### src/rtl/edo_dram_ctrl.sv
// Module: strobe-sequence decoder of the DRAM model.
// Does: latches the row, opens and closes it, turns column-strobe falls into
// read or write commands, arms and runs strobe-order refresh with an internal
// row counter, keeps per-row refreshed flags and a sticky protocol error.
// Assumes: edges come from edo_edge_det on the same clock; a row and a column
// strobe fall never arrive in the same sample.
module edo_dram_ctrl #(
    parameter int unsigned ROW_W = 4,
    parameter int unsigned COL_W = 4,
    parameter int unsigned AW    = 4,
    localparam int unsigned ROWS = 1 << ROW_W
) (
    input  logic             clk,
    input  logic             rst_n,
    input  logic             ras_n,
    input  logic             cas_n,
    input  logic             we_n,
    input  logic [AW-1:0]    addr,
    input  logic             ras_fall,
    input  logic             ras_rise,
    input  logic             cas_fall,
    input  logic             cas_rise,
    input  logic             we_fall,
    input  logic             we_rise,
    output logic             acc_rd,
    output logic             acc_wr,
    output logic [ROW_W-1:0] acc_row,
    output logic [COL_W-1:0] acc_col,
    output logic             ref_pulse,
    output logic [ROW_W-1:0] ref_ptr,
    output logic [ROWS-1:0]  row_fresh,
    output logic             proto_err
);
    logic             row_open;
    logic [ROW_W-1:0] row_q;
    logic [COL_W-1:0] col_q;
    logic             rd_live;
    logic             cbr_arm;
    logic [ROW_W-1:0] ref_cnt;
    logic             ref_pulse_q;
    logic             err_q;
    logic [ROWS-1:0]  fresh_q;
    logic             ref_go;

    // Decode this sample's strobe edges into one command
    always_comb begin
        ref_go  = ras_fall & cbr_arm;
        acc_rd  = cas_fall & row_open & ~ras_n & we_n;
        acc_wr  = (cas_fall & row_open & ~ras_n & ~we_n)
                | (we_fall & rd_live & ~cas_n & ~cas_fall);
        acc_row = row_q;
        acc_col = cas_fall ? addr[COL_W-1:0] : col_q;
    end

    // Row, column, refresh and error state
    always_ff @(posedge clk) begin
        if (!rst_n) begin
            row_open    <= 1'b0;
            row_q       <= '0;
            col_q       <= '0;
            rd_live     <= 1'b0;
            cbr_arm     <= 1'b0;
            ref_cnt     <= '0;
            ref_pulse_q <= 1'b0;
            err_q       <= 1'b0;
            fresh_q     <= '0;
        end else begin
            ref_pulse_q <= ref_go;
            if (ref_go) begin
                fresh_q[ref_cnt] <= 1'b1;
                ref_cnt          <= ref_cnt + 1'b1;
                cbr_arm          <= 1'b0;
            end else if (ras_fall) begin
                row_q                      <= addr[ROW_W-1:0];
                row_open                   <= 1'b1;
                fresh_q[addr[ROW_W-1:0]]   <= 1'b1;
            end
            if (ras_rise) row_open <= 1'b0;
            if (cas_fall && ras_n) cbr_arm <= 1'b1;
            if (cbr_arm && cas_rise && ras_n) begin
                err_q   <= 1'b1;
                cbr_arm <= 1'b0;
            end
            if (cas_fall) col_q <= addr[COL_W-1:0];
            if (acc_rd) rd_live <= 1'b1;
            if (acc_wr || cas_rise || ras_rise) rd_live <= 1'b0;
        end
    end

    assign ref_pulse = ref_pulse_q;
    assign ref_ptr   = ref_cnt;
    assign row_fresh = fresh_q;
    assign proto_err = err_q;

    AST_ONE_OP: assert property (@(posedge clk) disable iff (!rst_n)
        $onehot0({acc_rd, acc_wr, ref_go}));
    AST_CNT_HOLD: assert property (@(posedge clk) disable iff (!rst_n)
        !ref_go |=> $stable(ref_ptr));
    AST_ERR_STICKY: assert property (@(posedge clk) disable iff (!rst_n)
        proto_err |=> proto_err);
    AST_RMW_NO_WE_RISE: assert property (@(posedge clk) disable iff (!rst_n)
        we_rise |-> !acc_wr);
endmodule

### config.mk
export PLATFORM = sky130hd
export DESIGN_NAME = edo_dram_ctrl
export DESIGN_NICKNAME = d
export VERILOG_FILES = /design/src/rtl/edo_dram_ctrl.sv
export SDC_FILE = /design/constraint.sdc
export NUM_CORES = 1
export LEC_CHECK = 0
export BUFFER_PORTS_ARGS = -buffer_cell sky130_fd_sc_hd__buf_2
export CORE_MARGIN = 2
export CORE_UTILIZATION = 52
export CTS_BUF_LIST = sky130_fd_sc_hd__clkbuf_4 sky130_fd_sc_hd__clkbuf_8
export DETAILED_ROUTE_END_ITERATION = 8
export HOLD_SLACK_MARGIN = 0.1
export MAX_ROUTING_LAYER = met4
export PLACE_DENSITY = 0.91
export SETUP_SLACK_MARGIN = 0.1
export SYNTH_ARGS = -nofsm -noshare
export SYNTH_HDL_FRONTEND = slang
export SYNTH_SLANG_ARGS = --single-unit
### constraint.sdc
create_clock -name clk -period 1.8 [get_ports clk]
set_input_delay 0.36 -clock clk [delete_from_list [all_inputs] [get_ports clk]]
set_output_delay 0.36 -clock clk [all_outputs]
set_load 0.05 [all_outputs]
==> reports/results.txt <==
CP Launch Type - register
Status - finished, final reports clean
WHS Path Cells - 2
Worst path required time - 1440 ps
Hold buffers post-CTS - 0
CTS Root Cell - clkbuf_4
Syn_area_per_cell - 9.92 µm²
Met3 Track Usage GR - 8.35%
Detailed Route WL - 3400 µm
Detailed Routing Iterations Pass 1 - 5
Final Critical Period - 1630 ps
Layout cell share with drive strength beyond 1 - 37.7%
Reg-to-Reg End - row_fresh[9]
IO Count - 47
CP startpoint - row_open
Total power draw - 1470 µW
Setup WS post-layout - 170 ps
Met2 Use GR - 36.6%
Flop2flop setup slack - 350 ps
FP Rows - 19
Power density over cell area - 805 mW/mm²
Total global-route track usage - 22.3%
Critical path destination - acc_wr
Worst-Skew Late Latency - 340 ps
Critical path class - reg2out
Final setup TNS - 0 ps
Max incr delay on CP - 350 ps
Critical-path cell list - nand2_2 > o31ai_2 > buf_4
DR WL/cell - 14.8 µm
Worst-Margin Slew - 493 ps
Post-synthesis sequential area ratio - 43.0%
CTS tree - yes
Multi-input logic area - 803 µm²
Fmax achieved - 613 MHz
Die Wd - 58.4 µm
Synth unique cells - 45
Clock Path Buffers - 2
Fill count - 258
Tcrit/Tclk final - 90.6%
Area grow syn2layout - 19.1%
Antenna Nets Post-Route - 0
Synthesis warning total - 0
Top_reg_cell synth - dfxtp_1
Congestion Overflow GR - 0
Max Transition Viols Final - 0
Clock skew - 5.48 ps
RSZ-0062 raised after global routing - no
Die height - 58.4 µm
H-tree levels - 2
DR vias - 1313
Total nets after synthesis - 174
Sequential cell area - 662 µm²
FF+latch count, synth - 33
Hold Vio Cnt, Final - 0
Worst path top cell family by delay - flip-flops
Maxcap violations - 0
Crit path capture type - output pin
DP Wirelength - 2480 µm
Lkg Pwr - 0.000891 µW
Die ar. - 0.00341 mm²
GPL Wtd Cong - 0.800
Maximum VDD drop - 0.743 mV
Total Nets Final - 217
Worst r2r path cells - 3
Hold path start - cas_rise
Grt peak-use layer - met2
Crit path arrival time - 1270 ps
Setup violation total in the final timing report - 0
Drt via density - 5.71
CTS sink cnt - 33
Util after Layout - 65.9%
Starting Density - 55.3%
Vias in the first global route - 1250
Core ar. - 0.00278 mm²
Initial antenna violation count - 0
Mapped Cells - 155
DRC errors left - 0
Largest net degree at the start of global routing - 27
Slowest-stage cell, CP - dfxtp_2
Grt met1 use - 23.8%
Clock-pin slew on the worst setup and hold paths - 100 ps
Initial DRC Count - 46
RR Startpoint - cbr_arm
Rel. slew slack - 67.1%
Post-synth EDFFs - 0
First-pass GRT wire length - 5540 µm
HP Class - in2reg
Syn Std Cell Area - 0.00154 mm²
Critical path depth - 3
Cts bufs inserted - 5
Critical path peak fanout - 3
CP bufs+invs - 1
Post-place setup slack - 262 ps
Asr flop ratio synth - 0%
Antenna cell count - 0
PortBufs - 45
-- worst min path at each step --
stage | to | slack, ps
6_report | rd_live | 230
5_1_grt | rd_live | 200
4_1_cts | rd_live | 210
3_5_place_dp | row_fresh[12] | 430
3_3_place_gp | row_fresh[12] | 420
2_1_floorplan | rd_live | 440
-- synthesized netlist by cell type (2+ instances only) --
| cell type | instances | area [µm²] |
|---|---|---|
| nand4_1 | 4 | 25.0 |
| buf_6 | 2 | 22.5 |
| and4b_2 | 2 | 22.5 |
| ha_1 | 4 | 50.1 |
| dfxtp_1 | 33 | 661 |
| a21boi_0 | 2 | 15.0 |
| and4_1 | 4 | 35.0 |
| a22oi_1 | 12 | 90.1 |
| inv_1 | 2 | 7.51 |
| nor2_1 | 2 | 7.51 |
| buf_4 | 3 | 22.5 |
| buf_2 | 3 | 15.0 |
| nor2b_1 | 6 | 37.5 |
| and4b_4 | 2 | 27.5 |
| a221o_1 | 4 | 40.0 |
| mux2_2 | 4 | 45.0 |
| mux2i_1 | 4 | 40.0 |
| clkbuf_1 | 3 | 11.3 |
| and3_1 | 3 | 18.8 |
| nand3_1 | 7 | 35.0 |
| and2_1 | 6 | 37.5 |
| nand2_1 | 20 | 75.1 |
-- area by class of cell --
type	count	share of cell area, %
well taps	31	2.12
repair buffers	48	13.7
clock buffers	7	3.55
flip-flops and latches	33	36.1
inverters	2	0.410
clock inverters	1	0.273
multi-input cells	108	43.9
-- per-stage QoR --
stage / std cells / hold slack [ps] / instance area, µm²
final: 230 / 227 / 1830
after CTS: 229 / 212 / 1820
after global placement: 221 / 425 / 1750
after detailed placement: 221 / 433 / 1750
after floorplan: 155 / 435 / 1550
after global routing: 230 / 204 / 1830
-- cells in the final DEF (no fill, tap or decap), drive strengths merged, types with 3 or more instances in the layout --
| cell | Yosys | routed |
|---|---|---|
| buf | 8 | 48 |
| dfxtp | 33 | 33 |
| nand2 | 21 | 21 |
| a22oi | 12 | 12 |
| nand3 | 7 | 7 |
| clkbuf | 4 | 7 |
| nor2b | 6 | 6 |
| and2 | 6 | 6 |
| and4 | 6 | 6 |
| mux2 | 4 | 4 |
| a221o | 4 | 4 |
| nand4 | 4 | 4 |
| mux2i | 4 | 4 |
| ha | 4 | 4 |
| and3 | 4 | 4 |
| and4b | 4 | 4 |
| a21boi | 3 | 3 |
-- logic make-up (layout without fill, tap and decap cells) --
kind of cell,count (synthesis),after routing,synth area share (%)
AND/OR/NAND/NOR,69,69,28.9
flip-flops,33,33,43.0
AO/OA/AOI/OAI,25,25,12.6
buffers and inverters,14,58,5.61
multiplexers,8,8,5.53
adder cells (fa/ha/maj),4,4,3.25
XOR/XNOR,2,2,1.14
-- metal layers --
metal / wire length (µm) / part of all wire (%)
met4: 49 / 1.4
met1: 1470 / 43
met2: 1650 / 48
met3: 228 / 6.7
met5: 0 / 0
-- report_power, final --
group	total [µW]	switching, µW	internal, µW	leakage [µW]
logic	232	162	69.5	0.000581
clock network	472	246	226	0.0000413
registers	770	16.0	754	0.000269
-- registers in the layout, summed over array words and instances (netlist names) --
name and flops:
rd_live 1, proto_err 1, cbr_arm 1, row_fresh 16, ref_ptr 4, acc_row 4
row_open 1, ref_pulse 1, col_q 4
-- what timing repair did --
item | 4_1_cts | 5_1_grt
cloned | 0 | 0
buffers inserted | 0 | 1
resized for setup | 1 | 2
setup endpoints to repair | 1 | 2
pin swaps | 0 | 1
No activity file was read; power rests on OpenSTA's default activity.
